===== config.mk =====
export PLATFORM = sky130hd
export DESIGN_NAME = acc_cpu
export DESIGN_NICKNAME = d
export VERILOG_FILES = /design/src/rtl/acc_cpu_pkg.sv /design/src/rtl/acc_cpu_alu.sv /design/src/rtl/acc_cpu_branch.sv /design/src/rtl/acc_cpu.sv
export SDC_FILE = /design/constraint.sdc
export NUM_CORES = 1
export LEC_CHECK = 0
export CORE_MARGIN = 2
export CORE_UTILIZATION = 35
export CTS_BUF_LIST = sky130_fd_sc_hd__clkbuf_2 sky130_fd_sc_hd__clkbuf_4 sky130_fd_sc_hd__clkbuf_8
export CTS_CLUSTER_DIAMETER = 100
export DETAILED_ROUTE_END_ITERATION = 8
export HOLD_SLACK_MARGIN = 0.1
export PLACE_DENSITY = 0.59
export REMOVE_ABC_BUFFERS = 1
export SLEW_MARGIN = 20
export SYNTH_ARGS = -nofsm -noshare
export SYNTH_HDL_FRONTEND = slang
export SYNTH_SLANG_ARGS = --single-unit

===== constraint.sdc =====
create_clock -name clk -period 44.2 [get_ports clk]
set_input_delay 8.84 -clock clk [delete_from_list [all_inputs] [get_ports clk]]
set_output_delay 8.84 -clock clk [all_outputs]
set_load 0.01 [all_outputs]

===== src/rtl/acc_cpu_pkg.sv =====
package acc_cpu_pkg;

   // Opcode values are architectural: program words depend on them.
   typedef enum logic [3:0] {
      OP_HLT = 4'd0,
      OP_ADD = 4'd1,
      OP_SUB = 4'd2,
      OP_MLT = 4'd3,
      OP_DIV = 4'd4,
      OP_SET = 4'd5,
      OP_NEG = 4'd6,
      OP_INC = 4'd7,
      OP_DEC = 4'd8,
      OP_LDA = 4'd9,
      OP_STA = 4'd10,
      OP_BR  = 4'd11,
      OP_BRZ = 4'd12,
      OP_BRP = 4'd13,
      OP_BRS = 4'd14,
      OP_BRI = 4'd15
   } opcode_e;

   typedef enum logic [2:0] {
      ST_FETCH,
      ST_FWAIT,
      ST_BUMP,
      ST_EXEC,
      ST_OPWAIT,
      ST_IN,
      ST_OUT,
      ST_HALT
   } state_e;

   function automatic logic is_arith(input opcode_e op);
      return (op == OP_ADD) || (op == OP_SUB) || (op == OP_MLT) || (op == OP_DIV);
   endfunction

endpackage


===== src/rtl/acc_cpu_alu.sv =====
module acc_cpu_alu
   import acc_cpu_pkg::*;
#(
   parameter int DATA_W = 16
) (
   input  opcode_e           op,
   input  logic [DATA_W-1:0] acc,
   input  logic [DATA_W-1:0] opnd,
   input  logic [DATA_W-1:0] imm,
   output logic [DATA_W-1:0] res,
   output logic              div_zero
);

   localparam logic [DATA_W-1:0] ONE = DATA_W'(1);

   logic signed [DATA_W-1:0] quot;

   always_comb begin
      quot = '0;
      if (opnd != '0) quot = $signed(acc) / $signed(opnd);
   end

   always_comb begin
      res      = acc;
      div_zero = 1'b0;
      case (op)
         OP_ADD: res = acc + opnd;
         OP_SUB: res = acc - opnd;
         OP_MLT: res = acc * opnd;
         OP_DIV: begin
            if (opnd == '0) div_zero = 1'b1;
            else            res = quot;
         end
         OP_SET: res = imm;
         OP_NEG: res = '0 - acc;
         OP_INC: res = acc + ONE;
         OP_DEC: res = acc - ONE;
         default: res = acc;
      endcase
   end


   always_comb begin
      if (div_zero) begin
         div_keep_chk: assert (res == acc);
      end
   end

endmodule


===== src/rtl/acc_cpu_branch.sv =====
module acc_cpu_branch
   import acc_cpu_pkg::*;
#(
   parameter int DATA_W = 16,
   parameter int ADDR_W = 12
) (
   input  opcode_e           op,
   input  logic [DATA_W-1:0] acc,
   input  logic [ADDR_W-1:0] operand,
   output logic              take,
   output logic [ADDR_W-1:0] target
);

   logic acc_zero;
   logic acc_pos;

   assign acc_zero = (acc == '0);
   assign acc_pos  = !acc[DATA_W-1] && !acc_zero;

   always_comb begin
      take   = 1'b0;
      target = operand;
      case (op)
         OP_BR:  take = 1'b1;
         OP_BRZ: take = acc_zero;
         OP_BRP: take = acc_pos;
         OP_BRS: begin
            take   = 1'b1;
            target = operand + ADDR_W'(1);
         end
         default: take = 1'b0;
      endcase
   end


   always_comb begin
      if (op == OP_BRP && take) begin
         brp_sign_chk: assert (!acc[DATA_W-1] && acc != '0);
      end
   end

endmodule


===== src/rtl/acc_cpu.sv =====
module acc_cpu
   import acc_cpu_pkg::*;
#(
   parameter int DATA_W   = 16,
   parameter int OPC_W    = 4,
   parameter int ADDR_W   = 12,
   parameter int START_PC = 1
) (
   input  logic              clk,
   input  logic              rst_n,
   output logic [ADDR_W-1:0] mem_addr,
   output logic              mem_rd,
   output logic              mem_wr,
   output logic [DATA_W-1:0] mem_wdata,
   input  logic [DATA_W-1:0] mem_rdata,
   input  logic [DATA_W-1:0] in_data,
   input  logic              in_valid,
   output logic              in_ready,
   output logic [DATA_W-1:0] out_data,
   output logic              out_valid,
   input  logic              out_ready,
   output logic              halted,
   output logic              div_err,
   output logic [ADDR_W-1:0] dbg_pc,
   output logic [DATA_W-1:0] dbg_ir,
   output logic [ADDR_W-1:0] dbg_ar,
   output logic [DATA_W-1:0] dbg_acc,
   output logic [DATA_W-1:0] dbg_b
);

   localparam int EXT_W = DATA_W - ADDR_W;
   localparam logic [ADDR_W-1:0] PC_RST = ADDR_W'(START_PC);
   localparam logic [ADDR_W-1:0] IO_ADDR = '0;

   generate
      if (OPC_W != 4) begin : g_bad_opc
         $error("opcode field must be 4 bits for a 16-entry instruction set");
      end
      if (DATA_W != OPC_W + ADDR_W) begin : g_bad_split
         $error("word width must equal opcode width plus operand width");
      end
      if (START_PC < 1 || START_PC >= (1 << ADDR_W)) begin : g_bad_start
         $error("start address must be a non-zero address in range");
      end
   endgenerate

   state_e            state;
   logic [ADDR_W-1:0] pc;
   logic [DATA_W-1:0] ir;
   logic [ADDR_W-1:0] ar;
   logic [DATA_W-1:0] acc;
   logic [DATA_W-1:0] b;
   logic              err;

   opcode_e           op;
   logic [ADDR_W-1:0] operand;
   logic [DATA_W-1:0] imm_ext;
   logic              io_sel;
   logic [DATA_W-1:0] alu_opnd;
   logic [DATA_W-1:0] alu_res;
   logic              alu_dz;
   logic              br_take;
   logic [ADDR_W-1:0] br_target;

   assign op      = opcode_e'(ir[DATA_W-1 -: OPC_W]);
   assign operand = ir[ADDR_W-1:0];
   assign imm_ext = {{EXT_W{operand[ADDR_W-1]}}, operand};
   assign io_sel  = (operand == IO_ADDR);

   // In the data-return cycle the ALU takes the memory word directly.
   assign alu_opnd = (state == ST_OPWAIT) ? mem_rdata : b;

   acc_cpu_alu #(.DATA_W(DATA_W)) u_alu (
      .op       (op),
      .acc      (acc),
      .opnd     (alu_opnd),
      .imm      (imm_ext),
      .res      (alu_res),
      .div_zero (alu_dz)
   );

   acc_cpu_branch #(.DATA_W(DATA_W), .ADDR_W(ADDR_W)) u_branch (
      .op      (op),
      .acc     (acc),
      .operand (operand),
      .take    (br_take),
      .target  (br_target)
   );

   // Memory and stream side
   always_comb begin
      mem_rd = 1'b0;
      mem_wr = 1'b0;
      if (state == ST_FETCH) begin
         mem_rd = 1'b1;
      end else if (state == ST_EXEC) begin
         mem_rd = is_arith(op) || (op == OP_BRI) || (op == OP_LDA && !io_sel);
         mem_wr = (op == OP_BRS) || (op == OP_STA && !io_sel);
      end
   end

   assign mem_addr  = (state == ST_FETCH) ? pc : operand;
   assign mem_wdata = (op == OP_BRS) ? {{EXT_W{1'b0}}, pc} : acc;
   assign in_ready  = (state == ST_IN);
   assign out_valid = (state == ST_OUT);
   assign out_data  = acc;
   assign halted    = (state == ST_HALT);
   assign div_err   = err;

   assign dbg_pc  = pc;
   assign dbg_ir  = ir;
   assign dbg_ar  = ar;
   assign dbg_acc = acc;
   assign dbg_b   = b;

   // Sequencer and register file
   always_ff @(posedge clk or negedge rst_n) begin
      if (!rst_n) begin
         state <= ST_FETCH;
         pc    <= PC_RST;
         ir    <= '0;
         ar    <= '0;
         acc   <= '0;
         b     <= '0;
         err   <= 1'b0;
      end else begin
         case (state)
            ST_FETCH: begin
               ar    <= pc;
               state <= ST_FWAIT;
            end
            ST_FWAIT: begin
               ir    <= mem_rdata;
               state <= ST_BUMP;
            end
            ST_BUMP: begin
               pc    <= pc + ADDR_W'(1);
               state <= ST_EXEC;
            end
            ST_EXEC: begin
               case (op)
                  OP_HLT: state <= ST_HALT;
                  OP_ADD, OP_SUB, OP_MLT, OP_DIV, OP_BRI: begin
                     ar    <= operand;
                     state <= ST_OPWAIT;
                  end
                  OP_LDA: begin
                     ar    <= operand;
                     state <= io_sel ? ST_IN : ST_OPWAIT;
                  end
                  OP_STA: begin
                     ar    <= operand;
                     state <= io_sel ? ST_OUT : ST_FETCH;
                  end
                  OP_SET, OP_NEG, OP_INC, OP_DEC: begin
                     acc   <= alu_res;
                     state <= ST_FETCH;
                  end
                  OP_BRS: begin
                     ar    <= operand;
                     pc    <= br_target;
                     state <= ST_FETCH;
                  end
                  default: begin
                     if (br_take) pc <= br_target;
                     state <= ST_FETCH;
                  end
               endcase
            end
            ST_OPWAIT: begin
               if (is_arith(op)) begin
                  b   <= mem_rdata;
                  acc <= alu_res;
                  if (alu_dz) err <= 1'b1;
               end else if (op == OP_LDA) begin
                  acc <= mem_rdata;
               end else begin
                  pc <= mem_rdata[ADDR_W-1:0];
               end
               state <= ST_FETCH;
            end
            ST_IN: begin
               if (in_valid) begin
                  acc   <= in_data;
                  state <= ST_FETCH;
               end
            end
            ST_OUT: begin
               if (out_ready) state <= ST_FETCH;
            end
            default: state <= ST_HALT;
         endcase
      end
   end


   halt_hold_chk: assert property (@(posedge clk) disable iff (!rst_n)
      halted |=> halted && $stable(dbg_pc) && $stable(dbg_acc));


   halt_quiet_chk: assert property (@(posedge clk) disable iff (!rst_n)
      halted |-> !mem_rd && !mem_wr);


   div_err_hold_chk: assert property (@(posedge clk) disable iff (!rst_n)
      div_err |=> div_err);


   out_hold_chk: assert property (@(posedge clk) disable iff (!rst_n)
      out_valid && !out_ready |=> out_valid && $stable(out_data));


   in_wait_chk: assert property (@(posedge clk) disable iff (!rst_n)
      in_ready && !in_valid |=> in_ready && $stable(dbg_acc));


   mem_one_chk: assert property (@(posedge clk) disable iff (!rst_n)
      !(mem_rd && mem_wr));

endmodule


==> results by group, run 1 <==
Run status
  • Status: complete, no violations

Global routing
  • Gr ovfl total: 0
  • Number of global-route vias before repair: 20400
  • GRT Total Usage: between 20% and 30%
  • Antenna violations before repair: 2
  • First-pass GRT wire length: approximately 130 mm
  • Largest net degree at the start of global routing: 77

Final layout
  • Fill cell count: roughly 5800
  • Ratio of cells with drive above 1 in the final layout: between 10 and 15%
  • Area growth, synth to finish: 15.2%
  • Fin util: slightly above 40%
  • Nets: 3101
  • Post-route cell area: 22600 sq um

Timing
  • Final WS setup: roughly 2.2 ns
  • Max_slew headroom: between 20 and 25%
  • Fin crit share: a little over nine tenths
  • Final setup fails: 0
  • Hold Fails Final Rpt: 0
  • RSZ-0062 raised after global routing: false
  • Fin crit period: around 42 ns
  • Least-Margin Pin Slew: roughly 1.2 ns
  • Fmax: approximately 24 MHz
  • Final clock skew: between 0.02 and 0.03 ns
  • Final Max Tran Viols: 0
  • Sum Neg Setup Slack: 0 ns

Drt
  • Iter 0 DRT Violations: about 2300
  • DR WL/cell: around 24 microns
  • Vias post-DR: 21300
  • WL final: about 85 mm
  • Final ANT Viol Nets: 0
  • Pre-antenna DRT Iters: 6
  • # DRC: 0
  • Vias per cell: approximately 6.0

Floorplan
  • Total core area: about 55000 sq um
  • Starting Density: between 30% and 40%
  • IO Count: ~160
  • Full die area: 58000 sq um
  • Die height: 241 microns
  • Row cnt: 86
  • DIE WIDTH: around 240 microns

Clocking
  • CTS Buf Count: 9
  • Root buf cell: clkbuf_8
  • Clock latency on the worst-skew pair: 0.41 ns
  • CTS sink count: 76
  • H-tree depth: 3
  • CTS tree: yes
  • CTS max path bufs: 2
  • Cts hold-fix bufs: 0
  • Clk slew on worst S/H paths: between 0.1 and 0.15 ns

Setup path
  • WP data arrival: 42.29 ns
  • Critical Path Fanout Max: 19
  • Slowest stage delay, CP: 0.77 ns
  • Most frequent cell on the critical path: ha_1
  • Crit-path slowest cell: clkdlybuf4s50_1
  • Crit path kind: in2reg
  • Critical path's top delay family: compound AO/OA/AOI/OAI gates
  • Worst path required time: around 45 ns
  • CP Capture Type: flop
  • Crit start category: input pin
  • WP buf/inv: 19

Worst hold path
  • HP Class: reg2reg

Place
  • Port Buf Inserts: between 150 and 200
  • HPWL after DPL: between 60 and 70 mm
  • Pre-CTS WS: -0.268 ns
  • GPL Wtd Cong: between 0.9 and 1
  • Post-DP Area: 22200 sq um

Logic synthesis
  • Ys flop type: dfrtp_1
  • Yosys warnings: 0
  • Main area contributors after synthesis: ha_1 (13%), dfrtp_1 (9.6%), fa_1 (8.3%)
  • Yosys top cell area share: between 10 and 15%
  • #FFs+latches synth: between 70 and 80
  • Post-Syn Area: about 20000 sq um
  • Cell count after synthesis: roughly 2700
  • Synth area leader: ha_1
  • Synth cell types: 100
  • Async SR Flop Fraction: 100%
  • Mean area per synthesized cell: about 7.4 sq um
  • Post-synth EDFFs: 0
  • Seq/Total Area, Yosys: 9.70%

Run
  • Max Cap Viol: 0
area by class of cell:
type / instances / area [sq um] / share of cell area [%]
tap: 748 / 936 / 4.14
timing repair buffer: 258 / 2330 / 10.3
inverter: 178 / 672 / 2.97
clock buffer: 11 / 145 / 0.642
antenna: 4 / 10.0 / 0.0443
multi-input combinational: 2251 / 16500 / 73.1
clock inverter: 5 / 83.8 / 0.371
sequential: 76 / 1900 / 8.42
tightest hold or removal path, stage by stage (launching register included):
cell	delay, ns
dfrtp_1	0.36
nor2_1	0.05
a21oi_1	0.10
metrics by stage:
step                      instances  hold slack [ns]
after floorplan                2505            0.513
after global placement         3505            0.512
after detailed placement       3505            0.521
after CTS                      3521            0.547
after global routing           3528            0.581
final                          3531            0.543
layout by cell type, fill, tap and decap left out, types with 26 or more instances in the layout:
cell type,Yosys,routed
a21oi_1,191,188
dfrtp_1,75,75
nand2_1,288,288
nor2_1,267,265
o21ai_0,155,151
a31oi_1,27,26
nand3_1,53,53
xnor2_1,129,128
buf_4,18,101
inv_1,176,176
a21o_1,28,28
and2_1,42,41
fa_1,81,81
xor2_1,59,59
ha_1,210,209
nand4_1,31,31
nor3_1,88,83
clkdlybuf4s50_1,0,155
mux2i_1,39,39
mux2_2,68,68
o211ai_1,27,27
nor2b_1,31,31
o21a_1,53,53
or3_1,29,29
per-layer routing:
metal / vias to the layer above / wire length, microns / share of wire [%] / GRT usage (%)
li1: 9694 / - / - / -
met1: 10400 / 36500 / 43 / 39.0
met2: 1005 / 38400 / 45 / 45.9
met3: 193 / 7390 / 8.7 / 4.78
met4: 0 / 2760 / 3.2 / 9.20
met5: - / 0 / 0 / 0
sequential cells by signal (all words and copies together), names as in the netlist:
signal / cells
dbg_acc: 16
dbg_ar: 12
dbg_b: 16
dbg_ir: 16
dbg_pc: 12
div_err: 1
state: 3
timing repair:
action,4_1_cts,5_1_grt
gates resized for setup,0,32
setup buffers,0,6
endpoints found under the setup margin,0,16
logic make-up (layout without fill, tap and decap cells):
family                   count (synthesis)  in the layout  share of synthesized area [%]
multiplexers                           111            111                           6.31
adder cells (fa/ha/maj)                291            291                           21.7
AND/OR/NAND/NOR                        958            958                           23.4
XOR/XNOR                               189            189                           8.47
buffers and inverters                  337            452                           7.10
AO/OA/AOI/OAI                          702            702                           23.4
other                                    0              4                              0
flip-flops                              76             76                           9.70
path summary, 6_finish.rpt:
kind / start / endpoint / slack (ns) / depth (start not counted)
max: mem_rdata[3] / dbg_acc[8] / 2.23 / 154
min: dbg_ar[11] / dbg_ar[11] / 0.54 / 2
max reg2reg: state[1] / dbg_acc[8] / 9.90 / 158
min reg2reg: dbg_ar[11] / dbg_ar[11] / 0.54 / 2
max in group asynchronous: rst_n / dbg_b[14] / 35.11 / 1
min in group asynchronous: rst_n / dbg_ar[7] / 8.49 / 1
synth_stat cells (7+ instances only):
cell type and n:
inv_1 176, or4_1 8, a21boi_0 11, a21o_1 28
and4_1 7, o21a_1 53, o21bai_1 15, fa_1 81
o21ai_0 155, a31o_2 9, dfrtp_1 75, a21oi_1 191
or3_1 29, and3_1 18, ha_1 210, nand2_1 288
buf_1 10, nor3_1 88, xnor2_1 129, nand4_1 31
nor4_1 19, clkbuf_1 112, or2_2 22, a211oi_1 20
nand2b_1 24, mux2i_1 39, nor2b_1 31, buf_4 18
o211ai_1 27, a221oi_1 18, mux2_2 68, buf_2 12
a221o_1 7, a22oi_1 25, o22ai_1 7, and2_1 42
nor2_1 267, o31ai_1 16, nand3_1 53, o21ai_1 8
a31oi_1 27, xor2_1 59
Power of run 1 is not shown: default switching activity piles up to over one toggle a cycle in this logic, so the estimate is an artifact.
==> inputs of run 2 (changes only) <==
PLACE_DENSITY = unset   (was 0.59)
PLACE_DENSITY_LB_ADDON = 0.3   (was unset)
==> run 2 against run 1 <==
Compared with the run above:
- first-iteration DRC count decreased by 0.13%
- count of clock-buffer cells in the layout decreased by 1
- cell count increased by 0.40%
- largest cell class unchanged
- worst setup slack improved by 0.15 ns
- highest routed layer is now met5
- critical endpoint unchanged
==> results by group, run 2 (synthesized netlist as in run 1, its figures left out) <==
Clocking
  • CTS tree: yes
  • Clock latency on the worst-skew pair: just over 0.4 ns
  • H-tree depth: 3
  • CTS max path bufs: 2
  • Cts hold-fix bufs: 0
  • CTS Buf Count: 9
  • Clk slew on worst S/H paths: about 0.1 ns
  • Root buf cell: clkbuf_8
  • CTS sink count: 76

Final layout
  • Fill cell count: a little under 6000
  • # diodes: 0
  • Area taken by multi-input logic gates: approximately 16000 sq um
  • Final cell count without fillers: between 3000 and 4000
  • Register Area: about 1900 sq um
  • Fin util: between 40% and 50%
  • Nets: around 3100
  • Ratio of cells with drive above 1 in the final layout: 10.7%
  • Most frequent cells in the layout: nand2_1 (288), nor2_1 (265), ha_1 (209), a21oi_1 (188), inv_1 (176)
  • Commonest non-fill, non-tap cell in the layout: nand2_1
  • Area growth, synth to finish: 15.5%

Global routing
  • Largest net degree at the start of global routing: 77
  • Number of global-route vias before repair: between 20000 and 25000
  • GRT Total Usage: slightly below 30%
  • Gr ovfl total: 0
  • Antenna violations before repair: 1
  • First-pass GRT wire length: between 100 and 150 mm

Drt
  • Iter 0 DRT Violations: 2318
  • Pre-antenna DRT Iters: 6
  • WL final: approximately 86 mm
  • Vias post-DR: roughly 22000
  • Final ANT Viol Nets: 0
  • DR WL/cell: 24.3 microns
  • Vias per cell: roughly 6.1
  • # DRC: 0

Place
  • HPWL after DPL: ~66 mm
  • GPL Wtd Cong: 0.983
  • Inst Count DP: 3526
  • Port Buf Inserts: ~160

Run
  • Max Cap Viol: 0

Timing
  • Final setup fails: 0
  • Hold Fails Final Rpt: 0
  • Sum Neg Setup Slack: 0 ns
  • Fin crit share: between 90% and 100%
  • Final clock skew: 0.0191 ns
  • Fmax: roughly 24 MHz
  • Final Hold Slack: 0.533 ns
  • Fin crit period: roughly 42 ns
  • Least-Margin Pin Slew: between 1 and 1.5 ns
  • Max_slew headroom: about a quarter
  • Final Max Tran Viols: 0

Floorplan
  • Row cnt: 86
  • Total core area: roughly 55000 sq um
  • Starting Density: 35.5%
  • DIE WIDTH: 241 microns
  • IO Count: 158
  • Die height: between 200 and 250 microns
  • Full die area: approximately 58000 sq um

Setup path
  • Worst path required time: roughly 45 ns
  • CP Capture Type: flop
  • Most frequent cell on the critical path: ha_1
  • WP data arrival: approximately 42 ns
  • Critical path's top delay family: compound AO/OA/AOI/OAI gates
  • Critical Path Fanout Max: 19
  • Crit start category: input pin
  • Crit-path slowest cell: clkdlybuf4s50_1
  • Slowest stage delay, CP: just under 0.7 ns
  • WP buf/inv: 15
  • Crit path kind: in2reg

Run status
  • Status: complete, no violations

Worst hold path
  • HP Class: reg2reg
==> run 2: stage by stage <==
step / worst slack, ns / cell area, sq um
2_1_floorplan: 1.46 / 18900
3_3_place_gp: 1.11 / 22300
3_5_place_dp: 0.296 / 22300
4_1_cts: 0.591 / 22500
5_1_grt: -0.131 / 22700
6_report: 2.38 / 22700
==> run 2: layout make-up <==
cell class / instances / share of cell area [%]
flip-flops and latches: 76 / 8.40
clock inverters: 5 / 0.232
well taps: 748 / 4.13
repair buffers: 277 / 10.9
inverters: 178 / 2.97
clock buffers: 10 / 0.608
multi-input cells: 2251 / 72.7
==> run 2: routing by layer <==
layer	wire (microns)	GRT usage (%)
met1	36400	39.3
met2	38800	46.5
met3	7740	5.18
met4	3410	9.97
met5	13	0
==> run 2: what timing repair did <==
action / in CTS / in global routing
hold endpoints to repair: 0 / 0
resized for setup: 0 / 21
buffers inserted: 0 / 4
endpoints found under the setup margin: 0 / 16
==> run 2: final timing paths <==
path	start	to	slack (ns)	cells past startpoint
hold reg to reg	div_err	div_err	0.53	1
min in group asynchronous	rst_n	dbg_ar[9]	8.48	1
hold / removal	div_err	div_err	0.53	1
max in group asynchronous	rst_n	dbg_b[1]	35.17	1
setup / recovery	mem_rdata[1]	dbg_acc[8]	2.38	154
setup reg to reg	state[1]	dbg_acc[8]	10.32	155
Power of run 2 is left out for the same reason.
